$ cat src/rtl/aux_tmo_pkg.sv
package aux_tmo_pkg;
  localparam int unsigned CODE_W     = 2;
  localparam int unsigned LEN_W      = 7;
  localparam int unsigned BASE_SHIFT = 3;
  localparam int unsigned MAX_SHIFT  = BASE_SHIFT + (1 << CODE_W) - 1;
  localparam int unsigned OUT_W      = LEN_W + MAX_SHIFT;
  localparam int unsigned DEF_LEN    = 69;
  localparam int unsigned STEP_US    = 1016;

  typedef enum logic [1:0] {
    ST_IDLE   = 2'd0,
    ST_CALC   = 2'd1,
    ST_COMMIT = 2'd2
  } enc_state_e;
endpackage

$ cat src/rtl/aux_tmo_decode.sv
module aux_tmo_decode
  import aux_tmo_pkg::*;
#(
  parameter int unsigned OUT_BITS = OUT_W
) (
  input  logic [CODE_W-1:0]   code_i,
  input  logic [LEN_W-1:0]    len_i,
  output logic [OUT_BITS-1:0] us_o
);
  logic [$clog2(MAX_SHIFT+1)-1:0] sh;

  always_comb begin
    sh   = ($clog2(MAX_SHIFT+1))'(BASE_SHIFT) + ($clog2(MAX_SHIFT+1))'(code_i);
    us_o = OUT_BITS'(len_i) << sh;
  end
endmodule

$ cat src/rtl/aux_tmo_encode.sv
module aux_tmo_encode
  import aux_tmo_pkg::*;
#(
  parameter int unsigned US_W = 16
) (
  input  logic              clk_i,
  input  logic              rst_ni,
  input  logic              cfg_valid_i,
  input  logic [US_W-1:0]   cfg_us_i,
  output logic              accept_o,
  output logic              busy_o,
  output logic [CODE_W-1:0] code_o,
  output logic [LEN_W-1:0]  len_o
);
  localparam logic [US_W-1:0] LIM0    = US_W'(STEP_US);
  localparam logic [US_W-1:0] LIM1    = US_W'(2 * STEP_US);
  localparam logic [US_W-1:0] LIM2    = US_W'(4 * STEP_US);
  localparam logic [US_W-1:0] MAX_LEN = US_W'((1 << LEN_W) - 1);
  localparam int unsigned     SH_W    = $clog2(MAX_SHIFT + 1);

  enc_state_e        state_q;
  logic [US_W-1:0]   req_q;
  logic [US_W-1:0]   raw_q;
  logic [CODE_W-1:0] code_n_q;
  logic              zero_q;

  logic [CODE_W-1:0] code_c;
  logic [SH_W-1:0]   sh_c;
  logic [US_W-1:0]   mask_c;
  logic [US_W-1:0]   raw_c;

  assign accept_o = (state_q == ST_IDLE) && cfg_valid_i;
  assign busy_o   = (state_q != ST_IDLE);

  always_comb begin
    if (req_q <= LIM0)      code_c = 2'd0;
    else if (req_q <= LIM1) code_c = 2'd1;
    else if (req_q <= LIM2) code_c = 2'd2;
    else                    code_c = 2'd3;
    sh_c   = SH_W'(BASE_SHIFT) + SH_W'(code_c);
    mask_c = ({{(US_W-1){1'b0}}, 1'b1} << sh_c) - 1'b1;
    // ceiling: add one when any bit below the unit is set
    raw_c  = (req_q >> sh_c) + US_W'(|(req_q & mask_c));
  end

  always_ff @(posedge clk_i or negedge rst_ni) begin
    if (!rst_ni) begin
      state_q  <= ST_IDLE;
      req_q    <= '0;
      raw_q    <= '0;
      code_n_q <= '0;
      zero_q   <= 1'b0;
      code_o   <= '0;
      len_o    <= LEN_W'(DEF_LEN);
    end else begin
      unique case (state_q)
        ST_IDLE: begin
          if (cfg_valid_i) begin
            req_q   <= cfg_us_i;
            state_q <= ST_CALC;
          end
        end
        ST_CALC: begin
          raw_q    <= raw_c;
          code_n_q <= code_c;
          zero_q   <= (req_q == '0);
          state_q  <= ST_COMMIT;
        end
        ST_COMMIT: begin
          if (zero_q) begin
            code_o <= '0;
            len_o  <= LEN_W'(DEF_LEN);
          end else begin
            code_o <= code_n_q;
            len_o  <= (raw_q > MAX_LEN) ? LEN_W'(MAX_LEN) : raw_q[LEN_W-1:0];
          end
          state_q <= ST_IDLE;
        end
        default: state_q <= ST_IDLE;
      endcase
    end
  end
endmodule

$ cat src/rtl/aux_tmo_counter.sv
module aux_tmo_counter #(
  parameter int unsigned CNT_W = 13
) (
  input  logic             clk_i,
  input  logic             rst_ni,
  input  logic             tick_i,
  input  logic             start_i,
  input  logic             stop_i,
  input  logic [CNT_W-1:0] load_i,
  output logic             running_o,
  output logic             expired_o
);
  logic [CNT_W-1:0] cnt_q;

  always_ff @(posedge clk_i or negedge rst_ni) begin
    if (!rst_ni) begin
      cnt_q     <= '0;
      running_o <= 1'b0;
      expired_o <= 1'b0;
    end else if (start_i) begin
      cnt_q     <= load_i;
      running_o <= 1'b1;
      expired_o <= 1'b0;
    end else if (stop_i) begin
      running_o <= 1'b0;
      expired_o <= 1'b0;
    end else if (running_o && tick_i) begin
      if (cnt_q <= CNT_W'(1)) begin
        cnt_q     <= '0;
        running_o <= 1'b0;
        expired_o <= 1'b1;
      end else begin
        cnt_q <= cnt_q - 1'b1;
      end
    end
  end
endmodule

$ cat src/rtl/aux_tmo_timer.sv
module aux_tmo_timer
  import aux_tmo_pkg::*;
#(
  parameter int unsigned US_W = 16
) (
  input  logic              clk_i,
  input  logic              rst_ni,
  input  logic              tick_i,
  input  logic              cfg_valid_i,
  input  logic [US_W-1:0]   cfg_us_i,
  output logic              cfg_busy_o,
  output logic [OUT_W-1:0]  prev_us_o,
  output logic [CODE_W-1:0] code_o,
  output logic [LEN_W-1:0]  len_o,
  input  logic              start_i,
  input  logic              reply_i,
  output logic              running_o,
  output logic              timeout_o
);
  logic             accept;
  logic [OUT_W-1:0] cur_us;

  aux_tmo_encode #(.US_W(US_W)) u_enc (
    .clk_i       (clk_i),
    .rst_ni      (rst_ni),
    .cfg_valid_i (cfg_valid_i),
    .cfg_us_i    (cfg_us_i),
    .accept_o    (accept),
    .busy_o      (cfg_busy_o),
    .code_o      (code_o),
    .len_o       (len_o)
  );

  aux_tmo_decode #(.OUT_BITS(OUT_W)) u_dec (
    .code_i (code_o),
    .len_i  (len_o),
    .us_o   (cur_us)
  );

  always_ff @(posedge clk_i or negedge rst_ni) begin
    if (!rst_ni)     prev_us_o <= '0;
    else if (accept) prev_us_o <= cur_us;
  end

  aux_tmo_counter #(.CNT_W(OUT_W)) u_cnt (
    .clk_i     (clk_i),
    .rst_ni    (rst_ni),
    .tick_i    (tick_i),
    .start_i   (start_i),
    .stop_i    (reply_i),
    .load_i    (cur_us),
    .running_o (running_o),
    .expired_o (timeout_o)
  );
endmodule

$ cat config.mk
export PLATFORM = sky130hd
export DESIGN_NAME = aux_tmo_timer
export DESIGN_NICKNAME = d
export VERILOG_FILES = /design/src/rtl/aux_tmo_pkg.sv /design/src/rtl/aux_tmo_decode.sv /design/src/rtl/aux_tmo_encode.sv /design/src/rtl/aux_tmo_counter.sv /design/src/rtl/aux_tmo_timer.sv
export SDC_FILE = /design/constraint.sdc
export NUM_CORES = 1
export LEC_CHECK = 0
export BUFFER_PORTS_ARGS = -buffer_cell sky130_fd_sc_hd__buf_2
export CAP_MARGIN = 15
export CORE_MARGIN = 5
export CORE_UTILIZATION = 45
export DETAILED_ROUTE_END_ITERATION = 10
export PLACE_DENSITY = 0.66
export REMOVE_ABC_BUFFERS = 1
export SLEW_MARGIN = 15
export SYNTH_ARGS = -nofsm -noshare
export SYNTH_HDL_FRONTEND = slang
export SYNTH_HIERARCHICAL = 1
export SYNTH_SLANG_ARGS = --single-unit
$ cat constraint.sdc
create_clock -name clk_i -period 3.4 [get_ports clk_i]
set_clock_uncertainty 0.05 [all_clocks]
set_input_delay 0.17 -clock clk_i [delete_from_list [all_inputs] [get_ports clk_i]]
set_output_delay 0.17 -clock clk_i [all_outputs]
set_load 0.01 [all_outputs]
==> results_dict.tcl, run 1 <==
set metrics [dict create \
    grt_max_degree 44 \
    setup_viol 0 \
    drc 0 \
    wl_met3_um 481 \
    hold-path-cell-count 2 \
    p_per_area_nw_per_um2 793 \
    place_ws_ns 0.123 \
    die_y_um 109 \
    drive_gt1_share_pct 26.4 \
    hold_path_end "u_enc/req_q[15]" \
    n_antenna_cell 0 \
    fillers 895 \
    synth_top_area_cell "dfrtp_1" \
    p_leak_nw 2.32 \
    timing.rr.end "u_enc/raw_q[9]" \
    syn_avg_cell_area_um2 9.66 \
    hold_viol 0 \
    initial_utilization_pct 45.7 \
    fin_crit_sh_pct 94.0 \
    arrival_ns 3.42 \
    path_cells "nor4_4, a211o_1, nand2_1, ha_1, inv_1, a222oi_1, nand4_1, a221o_1, ha_1, inv_1, a311oi_2, and2_1, a31o_1, a31oi_1" \
    drt_wl_total_um 10900 \
    synth_edf_count 0 \
    postRouteAntennaNets 0 \
    reg2reg_depth 14 \
    end_kind "flop" \
    syn_inst 456 \
    port_buffers 46 \
    slowest_delay_ns 0.44 \
    cts_inserted_buffers 9 \
    cp_top_family "compound AO/OA/AOI/OAI gates" \
    drt-wirelength-per-cell_um 16.5 \
    clkLatencyLatePin_ns 0.36 \
    fin_crit_ns 3.20 \
    hpwl_um 8020 \
    met2WireLength_um 5240 \
    core_um2 9640 \
    r2r_setup_slack_ns 0.20 \
    cts_tree "done" \
    ys_ff_latch 72 \
    worstSetupStartpointType "flop" \
    clk_pin_slew_ns 0.07 \
    layout_commonest_cell "dfrtp_1" \
    final_cell_mix "dfrtp_1, buf_2, nand2_1" \
    clock.fmax_mhz 313 \
    htreeDepth 3 \
    nNetsFinal 551 \
    status "completed" \
    antenna_found_initial 0 \
    drv_slew 0 \
    hp-start "cfg_us_i[15]" \
    worstReg2RegStart "u_enc/req_q[3]" \
    fin_cells 659 \
    criticalPathCategory "reg2reg" \
    synth.distinct_cells 76 \
    die_area_um2 11900 \
    required_ns 3.62 \
    clock_path_buffers 2 \
    setup_ws_ns 0.203 \
    maxCapViolations 0 \
    yosysSeqAreaShare_pct 41.0 \
    row_count 36 \
    hp-class "in2reg" \
    synthTopCellsByArea "dfrtp_1, mux2_2, mux2_4" \
    drt_iter0_drc 222 \
    ys_warn_count 6 \
    synth_area_um2 4400 \
    area.growth.synth_to_final_pct 17.7 \
    die_w_um 109 \
    grt-ovfl-total 0 \
    slew-limit-headroom_pct 50.7 \
    cts.sinks 72 \
    firstDrtPassIters 4 \
    slowest_stage "dfrtp_1" \
    routed.top_layer "met4" \
    via_count 3693 \
    ys_async_sr_fraction_pct 100 \
    grt_pass1_wl_um 18000 \
    vias_per_cell 5.60 \
    yosysTopAreaCellShare_pct 39.2 \
    track_usage_pct 19.4 \
    path_buf_inv 2 \
    wl_met1_um 5000 \
    final_util_pct 53.8 \
    dp_cells 627 \
    fin_tns_setup_ns 0 \
    gp_congestion 0.836 \
    ios 47 \
    rsz0062_at_grt "no" \
    worstMarginPinSlew_ns 0.737 \
    synthFlopType "dfrtp_1" \
    grt_pass1_vias 3607 \
    path_max_fanout 6 \
    cts-root-buf "clkbuf_8" \
    ir_worst_vdd_v 0.000351 \
]
-- registers in the layout (all words and copies together) (netlist names) --
register	flops
prev_us_o	13
u_cnt/cnt_q	13
u_cnt/expired_o	1
u_cnt/running_o	1
u_enc/code_n_q	2
u_enc/code_o	2
u_enc/len_o	7
u_enc/raw_q	14
u_enc/req_q	16
u_enc/state_q	2
u_enc/zero_q	1
-- area by class of cell --
cell class	count	area (µm²)	share of cell area, %
tap	133	166	3.21
sequential	72	1810	34.8
clock inverter	3	40.0	0.772
clock buffer	13	159	3.07
timing repair buffer	78	520	10.0
inverter	24	90.1	1.74
multi-input combinational	336	2400	46.3
-- where the power goes --
part / internal [mW] / switching, mW / total [mW]
sequential: 1.17 / 0.311 / 1.48
clock: 0.378 / 0.324 / 0.701
combinational: 0.868 / 1.06 / 1.93
-- cell usage after synthesis, types with 4 or more instances --
cell type	number
dfrtp_1	69
buf_2	4
inv_1	21
a31o_1	4
ha_1	8
and2_1	5
mux2_4	12
mux2_2	20
a21o_1	4
clkbuf_1	16
nor3_1	13
nand3_1	14
nand2b_1	12
nor2_1	38
nand2_1	39
nor4_1	6
a211o_1	4
nor2b_1	4
o21ai_0	14
o21a_1	4
a211oi_1	6
o31ai_1	7
a21oi_1	18
a31oi_1	8
mux2i_1	8
o211ai_1	4
o21ai_1	8
nand4_1	10
-- how the worst max path moves through the flow --
| stage | start | end | slack, ns | cells past startpoint |
|---|---|---|---|---|
| final | u_enc/req_q[3] | u_enc/raw_q[9] | 0.20 | 14 |
| after global routing | u_enc/req_q[4] | u_enc/raw_q[9] | 0.02 | 15 |
| after CTS | u_enc/req_q[3] | u_enc/raw_q[9] | 0.11 | 14 |
| after detailed placement | u_enc/req_q[3] | u_enc/raw_q[9] | 0.12 | 14 |
| after global placement | u_enc/req_q[3] | u_enc/raw_q[9] | 0.24 | 14 |
| after floorplan | u_enc/req_q[11] | u_enc/raw_q[5] | 0.19 | 14 |
-- repair_timing --
action	in CTS	in global routing
resized for setup	0	1
endpoints found under the setup margin	0	5
setup buffers	0	1
hold endpoints to repair	40	3
hold buffers	12	3
-- through the flow --
step | hold slack, ns | total power [mW] | instance area (µm²)
3_3_place_gp | 0.220 | 3.35 | 4820
6_report | 0.0127 | 4.11 | 5180
4_1_cts | 0.000394 | 4.12 | 5140
3_5_place_dp | 0.217 | 3.40 | 4820
5_1_grt | 0.00394 | 4.42 | 5180
2_1_floorplan | -0.176 | 2.78 | 4280
-- logic make-up (layout without fill, tap and decap cells) --
logic type      after synthesis  in the layout  share of synthesized area (%)
simple gates                174            174                           22.3
compound gates              109            109                           17.7
flops                        72             72                           41.0
buf+inv                      48            118                           4.80
mux                          41             41                           11.3
fa+ha+maj                     8              8                           2.27
other cells                   2              2                          0.171
xor+xnor                      2              2                          0.398
-- metal layers --
layer  vias to the layer above  track usage (%)
met4                         0             6.31
li1                       1795                -
met1                      1784             25.0
met5                         -                0
met2                        98             31.9
met3                        16             4.68
(Power assumes the default switching activity.)
==> run 2: changes to the inputs <==
Settings changed: PLACE_DENSITY 0.66 to 0.68.
==> results_dict.tcl, run 2 (same netlist as run 1, synthesis figures left out) <==
set metrics [dict create \
    slew-limit-headroom_pct 35.3 \
    die_w_um 109 \
    port_buffers 46 \
    path_buf_inv 2 \
    arrival_ns 3.44 \
    cts_post_setup_buffers_inserted 0 \
    worstMarginPinSlew_ns 0.968 \
    fin_crit_sh_pct 94.2 \
    ios 47 \
    die_area_um2 11900 \
    antenna_found_initial 0 \
    slowest_stage "dfrtp_1" \
    final_cell_mix "dfrtp_1, buf_2, nand2_1" \
    rsz0062_at_grt "no" \
    placed_area_um2 4770 \
    status "completed" \
    cp_top_family "compound AO/OA/AOI/OAI gates" \
    cts-root-buf "clkbuf_8" \
    postRouteAntennaNets 0 \
    p_leak_nw 2.28 \
    design_area_um2 5120 \
    cts_tree "done" \
    reg2reg_depth 14 \
    clkLatencyLatePin_ns 0.36 \
    drt_wl_total_um 10800 \
    clk_pin_slew_ns 0.08 \
    r2r_setup_slack_ns 0.20 \
    ir_worst_vdd_v 0.000284 \
    grt_max_degree 55 \
    end_kind "flop" \
    row_count 36 \
    fin_tns_setup_ns 0 \
    largest_register "u_enc/req_q" \
    grt-ovfl-total 0 \
    hp-start "cfg_us_i[3]" \
    seq_area_um2 1810 \
    criticalPathCategory "reg2reg" \
    via_count 3730 \
    gp_congestion 0.851 \
    nNetsFinal 547 \
    path_max_fanout 6 \
    fillers 908 \
    cts_inserted_buffers 9 \
    path_cells "nor4_4, a211o_1, nand2_2, ha_1, inv_1, a222oi_1, nand4_1, a221o_1, ha_1, inv_1, a311oi_2, and2_1, a31o_1, a31oi_1" \
    die_y_um 109 \
    reg_top3 "u_enc/req_q x16, u_enc/raw_q x14" \
    slowest_delay_ns 0.45 \
    grt_pass1_vias 3629 \
    drv_slew 0 \
    n_antenna_cell 0 \
    power_mw 4.02 \
    maxCapViolations 0 \
    setup_viol 0 \
    hp-class "in2reg" \
    drc 0 \
    hold_viol 0 \
    vias_per_cell 5.69 \
    largest_reg_flops 16 \
    hold_path_end "u_enc/req_q[3]" \
    drive_gt1_share_pct 25.5 \
    multi_input_area_um2 2400 \
    clock.fmax_mhz 312 \
    grt_pass1_wl_um 18100 \
    cts.sinks 72 \
    htreeDepth 3 \
    initial_utilization_pct 45.7 \
    clock_path_buffers 2 \
    fin_crit_ns 3.20 \
    drt-wirelength-per-cell_um 16.5 \
    hpwl_um 7700 \
    worstSetupStartpointType "flop" \
    firstDrtPassIters 5 \
    layout_commonest_cell "dfrtp_1" \
    area.growth.synth_to_final_pct 16.3 \
    p_per_area_nw_per_um2 784 \
    worstReg2RegStart "u_enc/req_q[3]" \
    required_ns 3.64 \
    drt_iter0_drc 135 \
    timing.rr.end "u_enc/raw_q[9]" \
    core_um2 9640 \
    hold-path-cell-count 2 \
    track_usage_pct 19.5 \
]
[run 2: cell type report]
type	instances	share of cell area, %
clock inverters	1	0.0977
multi-input cells	336	46.9
clock buffers	15	3.25
well taps	133	3.25
repair buffers	74	9.43
inverters	24	1.76
flip-flops and latches	72	35.3
[run 2: worst max path at each step]
| stage | start | slack (ns) | endpoint | cells after the start |
|---|---|---|---|---|
| 2_1_floorplan | u_enc/req_q[11] | 0.19 | u_enc/raw_q[5] | 14 |
| 3_3_place_gp | u_enc/req_q[9] | 0.25 | u_enc/raw_q[5] | 14 |
| 3_5_place_dp | u_enc/req_q[9] | 0.17 | u_enc/raw_q[9] | 15 |
| 4_1_cts | u_enc/req_q[9] | 0.16 | u_enc/raw_q[9] | 15 |
| 5_1_grt | u_enc/req_q[3] | 0.03 | u_enc/raw_q[9] | 14 |
| 6_report | u_enc/req_q[3] | 0.20 | u_enc/raw_q[9] | 14 |
[run 2: power by group]
group          total, mW  switching (mW)  internal, mW  leakage (nW)
Combinational       1.89            1.04         0.857          1.32
Sequential          1.49           0.324          1.17         0.875
Clock              0.629           0.323         0.306        0.0877
[run 2: through the flow]
stage | worst slack (ns) | util [%] | cells | hold slack (ns)
after floorplan | 0.194 | - | 432 | -0.176
after global placement | 0.249 | 49.5 | 622 | 0.0770
after detailed placement | 0.166 | 49.5 | 622 | 0.0804
after CTS | 0.155 | 53.0 | 655 | 0.0158
after global routing | 0.0343 | 53.1 | 655 | 0.0178
final | 0.199 | 53.1 | 655 | 0.0322
[run 2: routing by layer]
metal  share of wire [%]  wire [µm]  vias to the layer above  track usage, %
li1                    -          -                     1787               -
met1                  45       4800                     1822            25.2
met2                  49       5240                      102            31.7
met3                 4.3        463                       19            3.97
met4                 2.6        278                        0            8.21
met5                   0          0                        -               0
[run 2: what timing repair did]
action                                  CTS  global route
endpoints found under the setup margin    0             7
endpoints found under the hold margin    34             0
hold buffers                             17             0
resized for setup                         0             3
